`src/rtl/hbs_pkg.sv`:
```
package hbs_pkg;

    typedef enum logic [1:0] {
        PH_IDLE = 2'd0,
        PH_UP   = 2'd1,
        PH_DOWN = 2'd2,
        PH_ZERO = 2'd3
    } phase_t;

    localparam int unsigned RAMP_MIN = 1;
    localparam int unsigned ZERO_MIN = 2;

    function automatic logic [31:0] floor_len(input logic [31:0] v, input int unsigned m);
        return (v < m) ? m : v;
    endfunction

endpackage

```
`src/rtl/hbs_len_latch.sv`:
```
module hbs_len_latch #(
    parameter int unsigned CNT_W = 16
) (
    input  logic             clk,
    input  logic             rst,
    input  logic             load,
    input  logic [CNT_W-1:0] down_in,
    input  logic [CNT_W-1:0] zero_in,
    output logic [CNT_W-1:0] down_q,
    output logic [CNT_W-1:0] zero_q
);
    import hbs_pkg::*;

    always_ff @(posedge clk) begin
        if (rst) begin
            down_q <= CNT_W'(RAMP_MIN);
            zero_q <= CNT_W'(ZERO_MIN);
        end else if (load) begin
            down_q <= CNT_W'(floor_len(32'(down_in), RAMP_MIN));
            zero_q <= CNT_W'(floor_len(32'(zero_in), ZERO_MIN));
        end
    end

    AST_LEN_HOLD: assert property (@(posedge clk) disable iff (rst)
        (!$past(load) && !$past(rst)) |-> ($stable(down_q) && $stable(zero_q)));

endmodule

```
`src/rtl/hbs_phase_fsm.sv`:
```
module hbs_phase_fsm #(
    parameter int unsigned CNT_W = 16
) (
    input  logic             clk,
    input  logic             rst,
    input  logic             en,
    input  logic [CNT_W-1:0] up_in,
    input  logic [CNT_W-1:0] down_q,
    input  logic [CNT_W-1:0] zero_q,
    output hbs_pkg::phase_t  phase,
    output logic             last,
    output logic             load
);
    import hbs_pkg::*;

    logic [CNT_W-1:0] cnt;
    logic [CNT_W-1:0] up_eff;

    assign up_eff = CNT_W'(floor_len(32'(up_in), RAMP_MIN));
    assign last   = (cnt == '0);
    assign load   = en && !rst && ((phase == PH_IDLE) || (phase == PH_ZERO && last));

    always_ff @(posedge clk) begin
        if (rst || !en) begin
            phase <= PH_IDLE;
            cnt   <= '0;
        end else begin
            unique case (phase)
                PH_IDLE: begin
                    phase <= PH_UP;
                    cnt   <= up_eff - CNT_W'(1);
                end
                PH_UP: begin
                    if (last) begin
                        phase <= PH_DOWN;
                        cnt   <= down_q - CNT_W'(1);
                    end else begin
                        cnt <= cnt - CNT_W'(1);
                    end
                end
                PH_DOWN: begin
                    if (last) begin
                        phase <= PH_ZERO;
                        cnt   <= zero_q - CNT_W'(1);
                    end else begin
                        cnt <= cnt - CNT_W'(1);
                    end
                end
                PH_ZERO: begin
                    if (last) begin
                        phase <= PH_UP;
                        cnt   <= up_eff - CNT_W'(1);
                    end else begin
                        cnt <= cnt - CNT_W'(1);
                    end
                end
                default: begin
                    phase <= PH_IDLE;
                    cnt   <= '0;
                end
            endcase
        end
    end

    AST_PHASE_ORDER: assert property (@(posedge clk) disable iff (rst)
        (phase != $past(phase) && phase != PH_IDLE) |->
            ((phase == PH_UP   && ($past(phase) == PH_IDLE || $past(phase) == PH_ZERO)) ||
             (phase == PH_DOWN &&  $past(phase) == PH_UP) ||
             (phase == PH_ZERO &&  $past(phase) == PH_DOWN)));

endmodule

```
`src/rtl/hbs_out_decode.sv`:
```
module hbs_out_decode (
    input  logic            clk,
    input  logic            rst,
    input  logic            en,
    input  hbs_pkg::phase_t phase,
    input  logic            last,
    output logic            gate_a,
    output logic            gate_b,
    output logic            sense_en,
    output logic            peak_strobe,
    output logic            restart_strobe
);
    import hbs_pkg::*;

    phase_t prev_q;

    always_ff @(posedge clk) begin
        if (rst) prev_q <= PH_IDLE;
        else     prev_q <= phase;
    end

    logic zero_open;
    assign zero_open = (phase == PH_ZERO) && !last;

    assign gate_a         = en && ((phase == PH_UP) || zero_open);
    assign gate_b         = en &&  (phase == PH_UP);
    assign sense_en       = en && zero_open;
    assign peak_strobe    = en && (phase == PH_DOWN) && (prev_q == PH_UP);
    assign restart_strobe = en && (phase == PH_UP)   && (prev_q == PH_ZERO);

    AST_PEAK_SINGLE: assert property (@(posedge clk) disable iff (rst)
        peak_strobe |=> !peak_strobe);
    AST_RESTART_SINGLE: assert property (@(posedge clk) disable iff (rst)
        restart_strobe |=> !restart_strobe);

endmodule

```
`src/rtl/hbridge_test_seq.sv`:
```
module hbridge_test_seq #(
    parameter int unsigned CNT_W = 16
) (
    input  logic             clk,
    input  logic             rst,
    input  logic             en,
    input  logic [CNT_W-1:0] up_len,
    input  logic [CNT_W-1:0] down_len,
    input  logic [CNT_W-1:0] zero_len,
    output logic             gate_a,
    output logic             gate_b,
    output logic             sense_en,
    output logic             peak_strobe,
    output logic             restart_strobe
);
    import hbs_pkg::*;

    phase_t           phase;
    logic             last;
    logic             load;
    logic [CNT_W-1:0] down_q;
    logic [CNT_W-1:0] zero_q;

    hbs_len_latch #(.CNT_W(CNT_W)) u_latch (
        .clk     (clk),
        .rst     (rst),
        .load    (load),
        .down_in (down_len),
        .zero_in (zero_len),
        .down_q  (down_q),
        .zero_q  (zero_q)
    );

    hbs_phase_fsm #(.CNT_W(CNT_W)) u_fsm (
        .clk    (clk),
        .rst    (rst),
        .en     (en),
        .up_in  (up_len),
        .down_q (down_q),
        .zero_q (zero_q),
        .phase  (phase),
        .last   (last),
        .load   (load)
    );

    hbs_out_decode u_dec (
        .clk            (clk),
        .rst            (rst),
        .en             (en),
        .phase          (phase),
        .last           (last),
        .gate_a         (gate_a),
        .gate_b         (gate_b),
        .sense_en       (sense_en),
        .peak_strobe    (peak_strobe),
        .restart_strobe (restart_strobe)
    );

    AST_SENSE_GAP: assert property (@(posedge clk) disable iff (rst)
        ($rose(gate_a) || $rose(gate_b)) |-> !$past(sense_en));
    AST_SENSE_ONE_SW: assert property (@(posedge clk) disable iff (rst)
        sense_en |-> (gate_a && !gate_b));
    AST_PEAK_AT_TURNOFF: assert property (@(posedge clk) disable iff (rst)
        peak_strobe |-> ($past(gate_b) && !gate_b && !gate_a));
    AST_RESTART_AT_TURNON: assert property (@(posedge clk) disable iff (rst)
        restart_strobe |-> (gate_b && !$past(gate_b) && !$past(sense_en)));
    AST_EN_LOW_QUIET: assert property (@(posedge clk) disable iff (rst)
        !en |-> !(gate_a || gate_b || sense_en));

endmodule

```
`config.mk`:
```
export PLATFORM = sky130hd
export DESIGN_NAME = hbridge_test_seq
export DESIGN_NICKNAME = d
export VERILOG_FILES = /design/src/rtl/hbs_pkg.sv /design/src/rtl/hbs_len_latch.sv /design/src/rtl/hbs_phase_fsm.sv /design/src/rtl/hbs_out_decode.sv /design/src/rtl/hbridge_test_seq.sv
export SDC_FILE = /design/constraint.sdc
export NUM_CORES = 1
export LEC_CHECK = 0
export BUFFER_PORTS_ARGS = -buffer_cell sky130_fd_sc_hd__buf_2
export CAP_MARGIN = 25
export CORE_UTILIZATION = 40
export CTS_CLUSTER_SIZE = 28
export DETAILED_ROUTE_END_ITERATION = 12
export GPL_ROUTABILITY_DRIVEN = 0
export SYNTH_ARGS = -nofsm -noshare
export SYNTH_HDL_FRONTEND = slang
export SYNTH_SLANG_ARGS = --single-unit
```
`constraint.sdc`:
```
create_clock -name clk -period 3.5 [get_ports clk]
set_input_delay 0.35 -clock clk [delete_from_list [all_inputs] [get_ports clk]]
set_output_delay 0.35 -clock clk [all_outputs]
set_load 0.02 [all_outputs]
```
==> results of run 1 <==
final cells by class:
| cell class | count | area [um2] | area share [%] |
|---|---|---|---|
| multi-input cells | 390 | 2390 | 58.9 |
| flip-flops and latches | 52 | 1040 | 25.6 |
| clock inverters | 2 | 38.8 | 0.953 |
| repair buffers | 61 | 320 | 7.87 |
| well taps | 108 | 135 | 3.32 |
| inverters | 15 | 56.3 | 1.38 |
| clock buffers | 6 | 82.6 | 2.03 |
worst reg2reg max path, cell delays in order, from the launching register on:
cell      delay, ns
dfxtp_1        0.32
inv_1          0.07
ha_1           0.31
nor4b_1        0.43
and4_1         0.56
buf_4          0.28
nand2_1        0.08
a221oi_1       0.31
o22ai_1        0.14
logic make-up after synthesis:
kind of cell             count (synthesis)  synth area share (%)
multiplexers                             2                 0.586
XOR/XNOR                                40                  9.65
AND/OR/NAND/NOR                        214                  31.0
flip-flops                              52                  28.7
AO/OA/AOI/OAI                          124                  21.3
buffers and inverters                   45                  5.34
adder cells (fa/ha/maj)                 10                  3.45
layout by cell type (no fill, tap or decap), drive strengths merged, types with 7 or more instances in the layout:
cell type,count
o21ai,35
xor2,21
inv,15
nand2b,11
nor2,36
dfxtp,52
or4,7
o31ai,7
xnor2,19
a21oi,37
nor3,23
nand3,12
or3,8
nand2,76
buf,61
ha,10
nor4,20
sequential cells by signal (all words and copies together) (netlist names):
name and flops:
u_dec.prev_q 2, u_latch.down_q 16, u_fsm.phase 2, u_fsm.cnt 16, u_latch.zero_q 16
path summary, 6_finish.rpt:
path	start	cells after the start	to	slack [ns]
setup / recovery	u_fsm.cnt[0]	7	gate_a	0.63
hold / removal	zero_len[3]	3	u_latch.zero_q[3]	0.24
setup reg to reg	u_fsm.cnt[0]	8	u_fsm.cnt[1]	0.88
hold reg to reg	u_latch.down_q[15]	2	u_latch.down_q[15]	0.48
stage by stage:
step / util, % / cell area, um2
2_1_floorplan: - / 3630
6_report: 46.4 / 4070
4_1_cts: 46.4 / 4070
5_1_grt: 46.4 / 4070
3_3_place_gp: 45.0 / 3950
3_5_place_dp: 45.0 / 3950
routing by layer:
metal | up-vias | global-route usage [%]
met5 | - | 0
met4 | 0 | 5.32
met3 | 10 | 2.45
met2 | 92 | 34.2
met1 | 1655 | 30.6
li1 | 1827 | -
power by group through the flow:
stage | Sequential, mW | Combinational, mW | Clock, mW
2_1_floorplan | 0.676 | 0.337 | 0
3_3_place_gp | 0.687 | 0.450 | 0
3_5_place_dp | 0.688 | 0.454 | 0
4_1_cts | 0.674 | 0.457 | 0.447
5_1_grt | 0.682 | 0.513 | 0.479
6_report | 0.675 | 0.459 | 0.437
==> out/qor.txt, run 1 <==
status -> finished, final reports clean
# setup viols final -> 0
Synth top cells by count -> nand2_1 (76), dfxtp_1 (52), a21oi_1 (37)
count of different cell masters after synthesis -> 61
GR Util All Layers -> 21.4%
CP cell instances -> inv_1 -> ha_1 -> nor4b_1 -> and4_1 -> nor2_1 -> o21a_1 -> buf_2
Seq cells post-synth -> 52
Met1 Wirelength -> 4860 um
Post-Place Setup Slack -> 0.523 ns
DR WL met3 -> 452 um
Syn Inst Count -> 487
Detail Placement HPWL -> 7490 um
Synth area leaders -> dfxtp_1 (29%), nand2_1 (7.9%), a21oi_1 (5.1%)
Layout Skew -> 0.0110 ns
Routed WL per cell -> 15.5 um
fmax -> 0.348 GHz
top-count cell post-synth -> nand2_1
Sequential Power Share -> 42.9%
H-tree depth -> 2
Final Hold Viols -> 0
Layout area overhead -> 12.1%
vias per inst -> 5.65
Mapped Area -> 3630 um2
port buffer count -> 55
Chip Width -> 97.3 um
Post-Layout Cell Count -> 634
combinational share of power -> 29.2%
Slew Limit Fails -> 0
slew margin rel. -> 51.7%
Synth async-reset ratio -> 0%
clk_lat worst skew -> 0.31 ns
worst setup path class -> register to primary output
setup_tns -> 0 ns
Clk Tree Root Cell -> clkbuf_8
hold crit path type -> primary input to register
fillers -> 918
Die ar. -> 9460 um2
startpoint class of the critical path -> register
placed insts -> 626
Arr. time, crit path -> 2.52 ns
Psw -> 528 uW
DR vias -> 3,584
global-route wire length before repair -> 16,700 um
row cnt -> 34
Worst path slowest cell -> and4_1
number of routed nets with antenna violations -> 0
Clock Tree Buf Depth -> 2
Starting Density -> 41.4%
Pwr Total -> 1.57 mW
Setup Buffers After CTS -> 0
leak pwr -> 1.56 nW
CP required -> 3.15 ns
Core Area -> 8760 um2
Worst-path clk slew -> 0.10 ns
vias in the first global route -> 3,314
Worst Max-Slew Pin Slew -> 0.724 ns
clock sink total -> 52
Int Pwr -> 1.04 mW
total detailed-routing wirelength -> 9820 um
worst hold slack -> 0.244 ns
Post-Syn Area per Cell -> 7.45 um2
diode count -> 0
CTS resizes -> 0
TritonCTS buffer count -> 5
Post-synth EDFFs -> 0
post-synthesis sequential area ratio -> 28.7%
setup ws final -> 0.627 ns
Worst setup EP type -> primary output
max layer used -> met4
pwr/cell area -> 386 nW/um2
power share of the clock group -> 27.8%
Primary FF master, synth -> dfxtp_1
CP peak stage delay -> 0.56 ns
top-area cell type share of the netlist area -> 28.7%
DR pass1 iterations -> 4
CTS tree -> built
share of layout cells above drive strength 1 -> 16.0%
number of I/O pins -> 56
die span in y -> 97.3 um
leading area contributor after synthesis -> dfxtp_1
largest net degree at the start of global routing -> 43
CP bufs+invs -> 2
RSZ-0062 raised after global routing -> false
Post-Syn Nets -> 548
CP Max Fanout -> 12
fin nets -> 586
synth warn -> 0
initial antenna violation count -> 0
CP delay by family, top -> simple AND/OR/NAND/NOR gates
MaxCap Viol Count -> 0
fin crit share -> 82.1%
Initial DRC Count -> 213
hold_buf cts -> 0
Tmin final -> 2.87 ns
drt drc -> 0
routed wl met2 -> 4380 um
sw frac -> 33.6%
grt ovf -> 0
Max VDD drop -> 171 uV
(Power assumes the default switching activity.)
==> run 2, diff against run 1 <==
==> constraint.sdc (replaced) <==
create_clock -name clk -period 2.78 [get_ports clk]
set_input_delay 0.278 -clock clk [delete_from_list [all_inputs] [get_ports clk]]
set_output_delay 0.278 -clock clk [all_outputs]
set_load 0.02 [all_outputs]
==> out/qor.txt, run 2 (synthesis gave the netlist of run 1 again) <==
# setup viols final -> 0 (unchanged)
drt drc -> 0 (unchanged)
share of layout cells above drive strength 1 -> 18.2% (+2.2 points)
Max VDD drop -> 217 uV (+27%)
Routed WL per cell -> 15.2 um (-1.6%)
initial antenna violation count -> 0 (unchanged)
FF-to-FF Start -> u_fsm.cnt[0]
diode count -> 0 (unchanged)
Psw -> 681 uW (+29%)
number of routed nets with antenna violations -> 0 (unchanged)
total detailed-routing wirelength -> 9840 um (+0.24%)
hold crit path type -> primary input to register
TritonCTS buffer count -> 5 (unchanged)
most frequent cells in the layout -> nand2_1 (76), buf_2 (55), dfxtp_1 (52)
GR Util All Layers -> 21.4% (+0.068 points)
Core Area -> 8760 um2 (unchanged)
Worst Max-Slew Pin Slew -> 0.727 ns (+0.00261 ns)
Worst setup EP type -> primary output
RR Endpoint -> u_fsm.cnt[0]
Tmin final -> 2.58 ns
largest net degree at the start of global routing -> 43 (unchanged)
cell depth of the worst flop-to-flop path -> 9 (+1)
setup ws final -> 0.198 ns (-0.429 ns)
DR pass1 iterations -> 6 (+2)
Post-Place Setup Slack -> -0.0266 ns (-0.549 ns)
Detail Placement HPWL -> 7760 um (+3.6%)
Setup crit start -> u_fsm.cnt[0]
Initial DRC Count -> 238 (+12%)
Die ar. -> 9460 um2 (unchanged)
number of I/O pins -> 56 (unchanged)
CP required -> 2.50 ns (-0.65 ns)
fin nets -> 598 (+2.0%)
reg-to-reg slack, setup -> 0.44 ns (-0.44 ns)
Clk Tree Root Cell -> clkbuf_8
Final Hold Viols -> 0 (unchanged)
vias in the first global route -> 3,367 (+1.6%)
vias per inst -> 5.58 (-1.3%)
row cnt -> 34 (unchanged)
Worst Hold Path EP -> u_latch.zero_q[3]
clock sink total -> 52 (unchanged)
Starting Density -> 41.4% (unchanged)
Sequential Power Share -> 44.6% (+1.7 points)
pwr/cell area -> 459 nW/um2 (+19%)
port buffer count -> 55 (unchanged)
CP peak stage delay -> 0.48 ns (-0.08 ns)
combinational share of power -> 31.9% (+2.7 points)
RSZ-0062 raised after global routing -> false
worst setup path class -> register to primary output
hold depth -> 3 (unchanged)
fmax -> 0.387 GHz
sw frac -> 35.8% (+2.2 points)
fillers -> 876 (-4.6%)
CP Max Fanout -> 13 (+1)
slew margin rel. -> 51.6% (-0.17 points)
DR vias -> 3,606 (+0.61%)
Slew Limit Fails -> 0 (unchanged)
global-route wire length before repair -> 16,500 um (-1.3%)
grt ovf -> 0 (unchanged)
clk_lat worst skew -> 0.32 ns (about the same)
Layout Skew -> 0.00640 ns (-0.00459 ns)
top flop regs -> u_fsm.cnt x16, u_latch.down_q x16, u_latch.zero_q x16
fin crit share -> 92.9%
Arr. time, crit path -> 2.30 ns (-0.22 ns)
startpoint class of the critical path -> register
leak pwr -> 1.60 nW (+2.7%)
H-tree depth -> 2 (unchanged)
Int Pwr -> 1.22 mW (+17%)
Worst-path clk slew -> 0.10 ns (about the same)
Layout area overhead -> 14.3%
Core Util, Final -> 47.3% (+0.90 points)
MaxCap Viol Count -> 0 (unchanged)
CP cell instances -> inv_1 -> ha_1 -> nor4b_1 -> and4_2 -> nor2_1 -> o21a_1 -> buf_2
status -> finished, final reports clean
die span in y -> 97.3 um (unchanged)
Clock Tree Buf Depth -> 2 (unchanged)
Chip Width -> 97.3 um (unchanged)
Hold Startpoint -> zero_len[3]
power share of the clock group -> 23.5% (-4.3 points)
Worst path slowest cell -> and4_2
commonest non-fill, non-tap cell in the layout -> nand2_1
CTS tree -> built
run 2: timing repair:
action / 4_1_cts / 5_1_grt
resized for setup: 0 / 2
buffers inserted: 0 / 0
setup endpoints to repair: 0 / 2
hold buffers: 0 / 0
run 2: worst max-delay path, delay by kind of cell (launching register included):
family | cells | cell delay [ns]
AOI/OAI and AO/OA | 1 | 0.20
buffers and inverters | 2 | 0.24
DFF | 1 | 0.33
and+or+nand+nor | 3 | 1.01
adders and majority gates | 1 | 0.22
run 2: layout make-up:
type | count | area (um2) | area share [%]
Clock buffer | 5 | 68.8 | 1.66
Clock inverter | 3 | 23.8 | 0.573
Inverter | 15 | 56.3 | 1.36
Multi-Input combinational cell | 390 | 2400 | 57.9
Sequential cell | 52 | 1040 | 25.1
Tap cell | 108 | 135 | 3.26
Timing Repair Buffer | 73 | 423 | 10.2
run 2: how the worst max path moves through the flow:
stage	slack, ns	end	cells after the start
3_5_place_dp	-0.03	u_fsm.cnt[10]	11
3_3_place_gp	0.11	u_fsm.cnt[10]	11
6_report	0.20	gate_a	7
2_1_floorplan	0.24	u_fsm.cnt[12]	12
4_1_cts	0.10	gate_a	7
5_1_grt	0.08	u_fsm.cnt[14]	11
run 2: metal layers:
layer | wire length [um] | vias up | part of all wire (%) | track usage, %
met2 | 4430 | 106 | 45 | 35.5
met4 | 221 | 0 | 2.2 | 6.56
met5 | 0 | - | 0 | 0
met3 | 454 | 17 | 4.6 | 2.59
li1 | - | 1841 | - | -
met1 | 4730 | 1642 | 48 | 29.1
run 2: power by group through the flow:
stage	Combinational, mW	Sequential, mW	Clock, mW
floorplan	0.425	0.851	0
global placement	0.595	0.864	0
detailed placement	0.599	0.866	0
CTS	0.604	0.849	0.460
global route	0.671	0.859	0.490
finish	0.608	0.849	0.447
run 2: through the flow:
step	TNS [ns]	total power [mW]	cells	cell area, um2	hold WS, ns
global placement	0	1.46	638	4050	0.462
CTS	0	1.91	646	4140	0.161
detailed placement	-0.0266	1.47	638	4050	0.463
global route	0	2.02	646	4150	0.188
floorplan	0	1.28	487	3630	0.387
finish	0	1.90	646	4150	0.171
==> run 3, diff against run 2 <==
==> constraint.sdc (replaced) <==
create_clock -name clk -period 2.8 [get_ports clk]
set_input_delay 0.28 -clock clk [delete_from_list [all_inputs] [get_ports clk]]
set_output_delay 0.28 -clock clk [all_outputs]
set_load 0.02 [all_outputs]
==> out/qor.txt, run 3 (synthesis gave the netlist of run 1 again) <==
row cnt -> 34 (unchanged)
Worst-path clk slew -> 0.09 ns (about the same)
DR pass1 iterations -> 5 (-1)
Worst Hold Path EP -> u_latch.zero_q[12]
hold depth -> 3 (unchanged)
status -> finished, final reports clean
TritonCTS buffer count -> 5 (unchanged)
Final Hold Viols -> 0 (unchanged)
Initial DRC Count -> 279 (+17%)
Arr. time, crit path -> 2.26 ns (-0.04 ns)
Layout Skew -> 0.00490 ns (-0.00151 ns)
global-route wire length before repair -> 16,700 um (+1.4%)
total detailed-routing wirelength -> 9950 um (+1.1%)
CP required -> 2.52 ns (+0.02 ns)
placed insts -> 633 (-0.78%)
setup ws final -> 0.255 ns (+0.0571 ns)
Max VDD drop -> 259 uV (+19%)
Final Cell Area -> 4120 um2 (-0.66%)
reg-to-reg slack, setup -> 0.45 ns (about the same)
pwr/cell area -> 473 nW/um2 (+3.1%)
Pwr Total -> 1.95 mW (+2.4%)
die span in y -> 97.3 um (unchanged)
RSZ-0062 raised after global routing -> false
Setup Buffers After CTS -> 0 (unchanged)
hold_buf cts -> 0 (unchanged)
cell depth of the worst flop-to-flop path -> 8 (-1)
fin nets -> 593 (-0.84%)
fmax -> 0.393 GHz
placed inst area -> 4010 um2 (-0.93%)
initial antenna violation count -> 0 (unchanged)
Post-Layout Cell Count -> 641 (-0.77%)
slew margin rel. -> 50.0% (-1.5 points)
Clock Tree Buf Depth -> 2 (unchanged)
Die ar. -> 9460 um2 (unchanged)
fin crit share -> 90.9%
MaxCap Viol Count -> 0 (unchanged)
share of layout cells above drive strength 1 -> 16.9% (-1.3 points)
commonest non-fill, non-tap cell in the layout -> nand2_1
Core Util, Final -> 47.0% (-0.31 points)
CTS tree -> built
clk_lat worst skew -> 0.30 ns (-0.02 ns)
CP Max Fanout -> 18 (+5)
port buffer count -> 55 (unchanged)
Slew Limit Fails -> 0 (unchanged)
RR Endpoint -> u_fsm.cnt[12]
Hold Startpoint -> zero_len[12]
top flop regs -> u_fsm.cnt x16, u_latch.down_q x16, u_latch.zero_q x16
Worst Max-Slew Pin Slew -> 0.742 ns (+0.0150 ns)
vias per inst -> 5.65 (+1.2%)
Starting Density -> 41.4% (unchanged)
H-tree depth -> 2 (unchanged)
Routed WL per cell -> 15.5 um (+1.9%)
Core Area -> 8760 um2 (unchanged)
Worst setup EP type -> primary output
FF-to-FF Start -> u_latch.zero_q[0]
number of I/O pins -> 56 (unchanged)
diode count -> 0 (unchanged)
CTS resizes -> 0 (unchanged)
startpoint class of the critical path -> register
Detail Placement HPWL -> 7720 um (-0.62%)
DR vias -> 3,621 (+0.42%)
worst hold slack -> 0.185 ns (+0.0134 ns)
largest net degree at the start of global routing -> 43 (unchanged)
setup_tns -> 0 ns (unchanged)
Post-Place Setup Slack -> 0.00167 ns (+0.0283 ns)
Chip Width -> 97.3 um (unchanged)
most frequent cells in the layout -> nand2_1 (76), buf_2 (55), dfxtp_1 (52)
grt ovf -> 0 (unchanged)
Layout area overhead -> 13.5%
number of routed nets with antenna violations -> 0 (unchanged)
Tmin final -> 2.54 ns
hold crit path type -> primary input to register
drt drc -> 0 (unchanged)
leak pwr -> 1.59 nW (-0.69%)
Clk Tree Root Cell -> clkbuf_8
worst setup path class -> register to primary output
# setup viols final -> 0 (unchanged)
GR Util All Layers -> 21.6% (+0.11 points)
clock sink total -> 52 (unchanged)
vias in the first global route -> 3,374 (+0.21%)
## run 3: routing by layer
layer | GRT usage (%) | vias to the layer above | share of wire (%)
li1 | - | 1839 | -
met1 | 30.3 | 1657 | 48
met2 | 35.0 | 115 | 45
met3 | 3.02 | 10 | 5.2
met4 | 4.75 | 0 | 1.2
met5 | 0 | - | 0
## run 3: how the worst max path moves through the flow
stage / start / end / cells past startpoint
floorplan: up_len[11] / u_fsm.cnt[12] / 12
CTS: u_fsm.cnt[0] / gate_a / 8
detailed placement: up_len[13] / u_fsm.cnt[10] / 11
global route: up_len[13] / u_fsm.cnt[10] / 11
global placement: up_len[11] / u_fsm.cnt[10] / 11
finish: u_fsm.cnt[0] / gate_a / 8
## run 3: power breakdown
group | total, mW | leakage, nW | internal, mW | switching (mW)
Combinational | 0.588 | 1.11 | 0.237 | 0.351
Clock | 0.516 | 0.0552 | 0.266 | 0.250
Sequential | 0.845 | 0.426 | 0.786 | 0.0582
## run 3: worst max-delay path: stages, from the launching register on
cell and delay, ns:
dfxtp_1 0.33, inv_1 0.08, ha_1 0.20, nor4b_1 0.39, and4_1 0.25, buf_4 0.23
nor2_1 0.11, o21a_1 0.21, buf_2 0.16
## run 3: area by class of cell
type / instances / area (um2)
tap: 108 / 135
clock buffer: 6 / 72.6
clock inverter: 2 / 35.0
inverter: 15 / 56.3
multi-input combinational: 390 / 2390
timing repair buffer: 68 / 385
sequential: 52 / 1040
fill: 929 / 4640
